==> config.mk <==
export PLATFORM = sky130hd
export DESIGN_NAME = ee_i2c_slave
export DESIGN_NICKNAME = d
export VERILOG_FILES = /design/src/rtl/ee_slave_pkg.sv /design/src/rtl/ee_line_sync.sv /design/src/rtl/ee_byte_array.sv /design/src/rtl/ee_i2c_slave.sv
export SDC_FILE = /design/constraint.sdc
export NUM_CORES = 2
export LEC_CHECK = 0
export BUFFER_PORTS_ARGS = -buffer_cell sky130_fd_sc_hd__buf_4
export CAP_MARGIN = 20
export CELL_PAD_IN_SITES_DETAIL_PLACEMENT = 0
export CELL_PAD_IN_SITES_GLOBAL_PLACEMENT = 1
export CORE_UTILIZATION = 29
export CTS_BUF_LIST = sky130_fd_sc_hd__clkbuf_8
export DETAILED_ROUTE_END_ITERATION = 12
export MAX_ROUTING_LAYER = met4
export PLACE_DENSITY = 0.51
export REMOVE_ABC_BUFFERS = 1
export SLEW_MARGIN = 20
export SYNTH_ARGS = -nofsm -noshare
export SYNTH_HDL_FRONTEND = slang
export SYNTH_SLANG_ARGS = --single-unit
==> constraint.sdc <==
create_clock -name clk -period 5.72 [get_ports clk]
set_input_delay 0.286 -clock clk [delete_from_list [all_inputs] [get_ports clk]]
set_output_delay 0.286 -clock clk [all_outputs]
set_load 0.005 [all_outputs]
==> src/rtl/ee_slave_pkg.sv <==
package ee_slave_pkg;

  typedef enum logic [3:0] {
    ST_IDLE,
    ST_DEV,
    ST_DEV_ACK,
    ST_WORD,
    ST_WORD_ACK,
    ST_WDATA,
    ST_WDATA_ACK,
    ST_TX,
    ST_MACK
  } ee_state_e;

  localparam logic [3:0] DEV_TYPE = 4'b1010;
  localparam int unsigned BYTE_BITS = 8;

endpackage

==> src/rtl/ee_line_sync.sv <==
module ee_line_sync #(
  parameter int unsigned STAGES = 2
) (
  input  logic clk,
  input  logic rst_n,
  input  logic scl_in,
  input  logic sda_in,
  output logic sda_lvl,
  output logic scl_rise,
  output logic scl_fall,
  output logic bus_start,
  output logic bus_stop
);

  logic [STAGES-1:0] scl_ff, sda_ff;
  logic scl_d, sda_d;
  logic scl_s, sda_s;

  always_ff @(posedge clk or negedge rst_n) begin
    if (!rst_n) begin
      scl_ff <= '1;
      sda_ff <= '1;
      scl_d  <= 1'b1;
      sda_d  <= 1'b1;
    end else begin
      scl_ff <= {scl_ff[STAGES-2:0], scl_in};
      sda_ff <= {sda_ff[STAGES-2:0], sda_in};
      scl_d  <= scl_ff[STAGES-1];
      sda_d  <= sda_ff[STAGES-1];
    end
  end

  assign scl_s     = scl_ff[STAGES-1];
  assign sda_s     = sda_ff[STAGES-1];
  assign sda_lvl   = sda_s;
  assign scl_rise  = scl_s & ~scl_d;
  assign scl_fall  = ~scl_s & scl_d;
  assign bus_start = scl_s & scl_d & sda_d & ~sda_s;
  assign bus_stop  = scl_s & scl_d & ~sda_d & sda_s;

endmodule

==> src/rtl/ee_byte_array.sv <==
module ee_byte_array #(
  parameter int unsigned AW = 8
) (
  input  logic          clk,
  input  logic          we,
  input  logic [AW-1:0] waddr,
  input  logic [7:0]    wdata,
  input  logic [AW-1:0] raddr,
  output logic [7:0]    rdata
);

  localparam int unsigned DEPTH = 1 << AW;

  logic [7:0] cells [DEPTH];

  always_ff @(posedge clk) begin
    if (we) begin
      cells[waddr] <= wdata;
    end
  end

  assign rdata = cells[raddr];

endmodule

==> src/rtl/ee_i2c_slave.sv <==
module ee_i2c_slave
  import ee_slave_pkg::*;
#(
  parameter bit          SMALL_ARRAY = 1'b0,
  parameter int unsigned PAGE_BYTES  = 8,
  parameter int unsigned SYNC_STAGES = 2,
  localparam int unsigned PTR_W      = SMALL_ARRAY ? 7 : 8
) (
  input  logic             clk,
  input  logic             rst_n,
  input  logic             scl_in,
  input  logic             sda_in,
  input  logic [2:0]       dev_sel,
  output logic             sda_pull,
  output logic             wr_stb,
  output logic [PTR_W-1:0] wr_addr,
  output logic [7:0]       wr_data
);

  localparam int unsigned PG_W = $clog2(PAGE_BYTES);
  localparam logic [3:0] LAST_BIT = 4'(BYTE_BITS);

  logic sda_lvl, scl_rise, scl_fall, bus_start, bus_stop;

  ee_line_sync #(.STAGES(SYNC_STAGES)) u_sync (
    .clk       (clk),
    .rst_n     (rst_n),
    .scl_in    (scl_in),
    .sda_in    (sda_in),
    .sda_lvl   (sda_lvl),
    .scl_rise  (scl_rise),
    .scl_fall  (scl_fall),
    .bus_start (bus_start),
    .bus_stop  (bus_stop)
  );

  ee_state_e        st, st_n;
  logic [3:0]       cnt, cnt_n;
  logic [7:0]       rx, rx_n;
  logic [7:0]       tx, tx_n;
  logic [PTR_W-1:0] ptr, ptr_n;
  logic             drv, drv_n;
  logic             rw, rw_n;
  logic             mack, mack_n;
  logic             wstb_n;
  logic [PTR_W-1:0] waddr_q, waddr_n;
  logic [7:0]       wdata_q, wdata_n;
  logic [7:0]       rdata;
  logic [PG_W-1:0]  pg_lo;

  ee_byte_array #(.AW(PTR_W)) u_array (
    .clk   (clk),
    .we    (wr_stb),
    .waddr (waddr_q),
    .wdata (wdata_q),
    .raddr (ptr),
    .rdata (rdata)
  );

  assign pg_lo = ptr[PG_W-1:0] + PG_W'(1);

  always_comb begin
    st_n    = st;
    cnt_n   = cnt;
    rx_n    = rx;
    tx_n    = tx;
    ptr_n   = ptr;
    drv_n   = drv;
    rw_n    = rw;
    mack_n  = mack;
    wstb_n  = 1'b0;
    waddr_n = waddr_q;
    wdata_n = wdata_q;
    if (bus_start) begin
      st_n  = ST_DEV;
      cnt_n = '0;
      drv_n = 1'b0;
    end else if (bus_stop) begin
      st_n  = ST_IDLE;
      drv_n = 1'b0;
    end else begin
      case (st)
        ST_DEV, ST_WORD, ST_WDATA: begin
          if (scl_rise && cnt < LAST_BIT) begin
            rx_n  = {rx[6:0], sda_lvl};
            cnt_n = cnt + 4'd1;
          end else if (scl_fall && cnt == LAST_BIT) begin
            if (st == ST_DEV) begin
              if (rx[7:4] == DEV_TYPE && rx[3:1] == dev_sel) begin
                drv_n = 1'b1;
                rw_n  = rx[0];
                st_n  = ST_DEV_ACK;
              end else begin
                st_n = ST_IDLE;
              end
            end else if (st == ST_WORD) begin
              drv_n = 1'b1;
              ptr_n = rx[PTR_W-1:0];
              st_n  = ST_WORD_ACK;
            end else begin
              drv_n   = 1'b1;
              wstb_n  = 1'b1;
              waddr_n = ptr;
              wdata_n = rx;
              if (PG_W < PTR_W) begin
                ptr_n = {ptr[PTR_W-1:PG_W], pg_lo};
              end else begin
                ptr_n = ptr + 1'b1;
              end
              st_n = ST_WDATA_ACK;
            end
          end
        end
        ST_DEV_ACK: begin
          if (scl_fall) begin
            cnt_n = '0;
            if (rw) begin
              tx_n  = {rdata[6:0], 1'b0};
              drv_n = ~rdata[7];
              ptr_n = ptr + 1'b1;
              st_n  = ST_TX;
            end else begin
              drv_n = 1'b0;
              st_n  = ST_WORD;
            end
          end
        end
        ST_WORD_ACK, ST_WDATA_ACK: begin
          if (scl_fall) begin
            drv_n = 1'b0;
            cnt_n = '0;
            st_n  = ST_WDATA;
          end
        end
        ST_TX: begin
          if (scl_rise) begin
            cnt_n = cnt + 4'd1;
          end else if (scl_fall) begin
            if (cnt == LAST_BIT) begin
              drv_n = 1'b0;
              st_n  = ST_MACK;
            end else begin
              drv_n = ~tx[7];
              tx_n  = {tx[6:0], 1'b0};
            end
          end
        end
        ST_MACK: begin
          if (scl_rise) begin
            mack_n = ~sda_lvl;
          end else if (scl_fall) begin
            if (mack) begin
              cnt_n = '0;
              tx_n  = {rdata[6:0], 1'b0};
              drv_n = ~rdata[7];
              ptr_n = ptr + 1'b1;
              st_n  = ST_TX;
            end else begin
              drv_n = 1'b0;
              st_n  = ST_IDLE;
            end
          end
        end
        default: begin
          drv_n = 1'b0;
        end
      endcase
    end
  end

  always_ff @(posedge clk or negedge rst_n) begin
    if (!rst_n) begin
      st      <= ST_IDLE;
      cnt     <= '0;
      rx      <= '0;
      tx      <= '0;
      ptr     <= '0;
      drv     <= 1'b0;
      rw      <= 1'b0;
      mack    <= 1'b0;
      wr_stb  <= 1'b0;
      waddr_q <= '0;
      wdata_q <= '0;
    end else begin
      st      <= st_n;
      cnt     <= cnt_n;
      rx      <= rx_n;
      tx      <= tx_n;
      ptr     <= ptr_n;
      drv     <= drv_n;
      rw      <= rw_n;
      mack    <= mack_n;
      wr_stb  <= wstb_n;
      waddr_q <= waddr_n;
      wdata_q <= wdata_n;
    end
  end

  assign sda_pull = drv;
  assign wr_addr  = waddr_q;
  assign wr_data  = wdata_q;

  // the pull changes only after a detected SCL fall (or a bus condition)
  assert_pull_on_low_R9: assert property (@(posedge clk) disable iff (!rst_n)
    (sda_pull != $past(sda_pull)) |-> $past(scl_fall | bus_start | bus_stop));

  // any start rearms address reception with the bus released
  assert_start_rearms_R2: assert property (@(posedge clk) disable iff (!rst_n)
    bus_start |=> (st == ST_DEV && cnt == 4'd0 && !sda_pull));

  // an unselected or idle engine leaves the bus and the array alone
  assert_idle_quiet_R1: assert property (@(posedge clk) disable iff (!rst_n)
    (st == ST_IDLE) |-> (!sda_pull && !wr_stb));

  // a write strobe only comes with the acknowledge of a data byte
  assert_wstb_in_ack_R3: assert property (@(posedge clk) disable iff (!rst_n)
    wr_stb |-> (st == ST_WDATA_ACK && sda_pull));

  // stepping after a written byte keeps the page bits
  assert_page_kept_R4: assert property (@(posedge clk) disable iff (!rst_n)
    wr_stb |-> (ptr[PTR_W-1:PG_W] == wr_addr[PTR_W-1:PG_W]));

endmodule

==> run summary <==
Total Power - 36.5 mW
die width - 537 um
number of buffers and inverters on the critical path - 1
worst-case register-to-register setup slack - 1060 ps
ordered list of cells on the worst path - or3b_2 > buf_12 > o22ai_1 > a2111oi_0 > a41oi_1 > o22ai_1 > o221ai_1 > a211o_1
antenna violations before repair - 17
Cell Rows - 195
maximum clock insertion buffer count - 4
reported net switching power - 10.8 mW
synthesized instance count - 4049
cell count after placement - 7756
area growth from synthesis to layout - 14.5%
ratio of routed vias to standard cells - 5.05
commonest non-fill, non-tap cell in the layout - sky130_fd_sc_hd__edfxtp_1
final clock skew - 84.3 ps
top-level I/O count - 25
DRC marker count from the first detailed-route iteration - 4409
final count of pins violating max slew - 0
combined flip-flop and latch cell area - 63000 sq um
proportion of power drawn by combinational gates - 17.3%
Setup Viol. Count Final - 0
leakage component of the power - 33.0 nW
Clock transition at path regs - 60 ps
Synth Warn # - 0
summed instance area of the synthesized netlist - 82900 sq um
max capacitance violation total - 0
slew margin rel. - 8.14%
root buffer selected by CTS - sky130_fd_sc_hd__clkbuf_8
final critical-path required period - 4660 ps
number of buffers inserted to repair setup after CTS - 0
global-route wire length before repair - 358000 um
H-tree level count - 5
number of global-route vias before repair - 43631
final HPWL from detailed placement - 158000 um
input/output buffers - 24
startpoint of the worst register-to-register path - ptr[2]
Top FF cell, synth - sky130_fd_sc_hd__edfxtp_1
number of cells on the worst reg-to-reg path - 8
Final Routed Wirelength - 258000 um
run status - completed
setup repair after global routing missed its margin - no
Worst path slowest cell - sky130_fd_sc_hd__a2111oi_0
capture instance of the worst register-to-register path - tx[6]
worst-margin pin slew - 1340 ps
post-detailed-route wirelength per cell - 30.6 um
clock sink count - 2105
crit path to - tx[6]
fraction of layout instances using a drive strength above 1 - 25.8%
endpoint arrival time on the critical path - 5530 ps
Global Route Usage Sum - 18.3%
critical path depth - 8
CP Max Fanout - 43
Final Net Count - 4404
Initial Utilization - 29.3%
clock network fraction of design power - 35.6%
sequential cell fraction of total power - 47.1%
worst IR drop on VDD - 0.277 mV
cell occurring most often along the worst timing path - sky130_fd_sc_hd__o22ai_1
cell family with most CP delay - compound AO/OA/AOI/OAI gates
fillers - 26803
most used cells in the layout excluding fill and tap cells - sky130_fd_sc_hd__edfxtp_1 (2048), sky130_fd_sc_hd__mux4_2 (463), sky130_fd_sc_hd__clkbuf_8 (377), sky130_fd_sc_hd__nor2_1 (307), sky130_fd_sc_hd__mux2i_1 (197)
clock latency of the later-clocked register in the worst-skew pair - 980 ps
Remaining DRCs - 0
worst min-delay path class - input pin to register
die area - 288000 sq um
pin count of the biggest net entering global routing - 213
total clock buffers created by CTS - 368
synthesis-stage register bit count - 2105
antenna-violating nets left - 0
Hold Path Stages - 7
final cell count without fillers - 8432
Startpoint Class - register
launch point of the critical path - ptr[2]
GRT overflow - 0
achievable clock frequency - 214 MHz
height of the die - 537 um
area of combinational cells with multiple inputs - 18400 sq um
switching power as a share of total power - 29.5%
FFs w/ async S/R, synth - 2.71%
number of enable flip-flop cells after synthesis - 2048
Power Dens Cells - 385 nW/um^2
Netlist cell types - 87
final weighted congestion in routability-driven placement - 0.853
endpoints failing hold - 0
TritonCTS clock tree - yes
core region area - 283000 sq um
vias after detailed routing - 42542
endpoint required time on the critical path - 6590 ps
average cell area after synthesis - 20.5 sq um
slowest cell delay on critical path - 1140 ps
internal power component - 25.8 mW
share of the clock period used by the worst path - 81.5%
critical path type - register to register
total iterations of the first detailed-routing run - 5
Critical Path End Type - register
fraction of the yosys area taken by sequential cells - 75.9%
-- what timing repair did --
action / 4_1_cts / 5_1_grt
resized for setup: 0 / 0
hold buffers: 9 / 0
setup endpoints to repair: 0 / 0
hold endpoints to repair: 60 / 0
-- area by class of cell --
cell class | count | area share, %
Sequential cell | 2105 | 66.4
Multi-Input combinational cell | 1689 | 19.4
Clock buffer | 377 | 5.47
Tap cell | 3743 | 4.93
Timing Repair Buffer | 219 | 2.15
Clock inverter | 282 | 1.63
Inverter | 11 | 0.0514
Antenna cell | 6 | 0.0158
-- per-layer routing --
layer / up-vias / global-route usage (%) / wire length [um]
li1: 17555 / - / -
met2: 1409 / 28.9 / 124000
met5: - / - / 0
met1: 23166 / 24.4 / 113000
met4: 0 / 4.79 / 6650
met3: 412 / 3.09 / 15100
-- kinds of logic after synthesis --
kind of cell	Yosys count	synth area share (%)
and+or+nand+nor	612	3.21
AOI/OAI and AO/OA	372	3.14
DFF	2105	75.9
adders and majority gates	3	0.0453
buffers and inverters	255	1.96
muxes	696	15.6
xor gates and xnor gates	6	0.0634
-- power by group through the flow --
stage / sequential [mW] / combinational, mW / clock (mW)
floorplan: 17.8 / 2.59 / 0
global placement: 17.5 / 6.44 / 0
detailed placement: 17.5 / 6.42 / 0
CTS: 17.2 / 6.44 / 13.3
global route: 17.2 / 6.60 / 13.9
finish: 17.2 / 6.32 / 13.0
-- cells in the mapped netlist, types with 32 or more instances --
cell type / number / area, sq um
sky130_fd_sc_hd__a21oi_1: 68 / 340
sky130_fd_sc_hd__a221oi_1: 32 / 280
sky130_fd_sc_hd__nand2_1: 145 / 544
sky130_fd_sc_hd__mux4_2: 463 / 10400
sky130_fd_sc_hd__dfrtp_1: 51 / 1280
sky130_fd_sc_hd__mux2i_1: 197 / 1970
sky130_fd_sc_hd__nand3_1: 44 / 220
sky130_fd_sc_hd__clkbuf_1: 84 / 315
sky130_fd_sc_hd__o21ai_0: 67 / 335
sky130_fd_sc_hd__buf_2: 71 / 355
sky130_fd_sc_hd__edfxtp_1: 2048 / 61500
sky130_fd_sc_hd__nor2_1: 314 / 1180
-- tightest hold or removal path, stage by stage --
cell	delay, ps
sky130_fd_sc_hd__buf_4	90
sky130_fd_sc_hd__xnor2_1	100
sky130_fd_sc_hd__nand4_1	150
sky130_fd_sc_hd__nor2b_1	190
sky130_fd_sc_hd__nor2_1	90
sky130_fd_sc_hd__a211oi_1	90
sky130_fd_sc_hd__o31ai_1	200
-- per-stage QoR --
stage          utilization (%)  setup slack, ps  hold WS, ps  area (sq um)  setup TNS (ps)
3_5_place_dp              31.1             1380          192         88000               0
5_1_grt                   33.5             1310          264         94900               0
2_1_floorplan                -           -16190        -9.59         81300         -242850
4_1_cts                   33.5             1360          188         94900               0
6_report                  33.5             1060          282         94900               0
3_3_place_gp              31.1             1420          190         88000               0
-- sequential cells by signal, summed over array words and instances (netlist names) --
register and flops:
cnt 4, mack 1, ptr 8, rw 1, rx 8, sda_pull 1
st 4, tx 7, u_array.cells 2048, u_sync.scl_d 1, u_sync.scl_ff 2, u_sync.sda_d 1
u_sync.sda_ff 2, wr_addr 8, wr_data 8, wr_stb 1
-- worst min path at each step --
stage	startpoint	end	slack (ps)
after floorplan	rst_n	cnt[0]	-10
after global placement	rst_n	st[1]	190
after detailed placement	rst_n	rx[3]	190
after CTS	dev_sel[1]	st[1]	190
after global routing	dev_sel[1]	st[1]	260
final	dev_sel[1]	st[1]	280
Power figures use the tool's default switching activity.
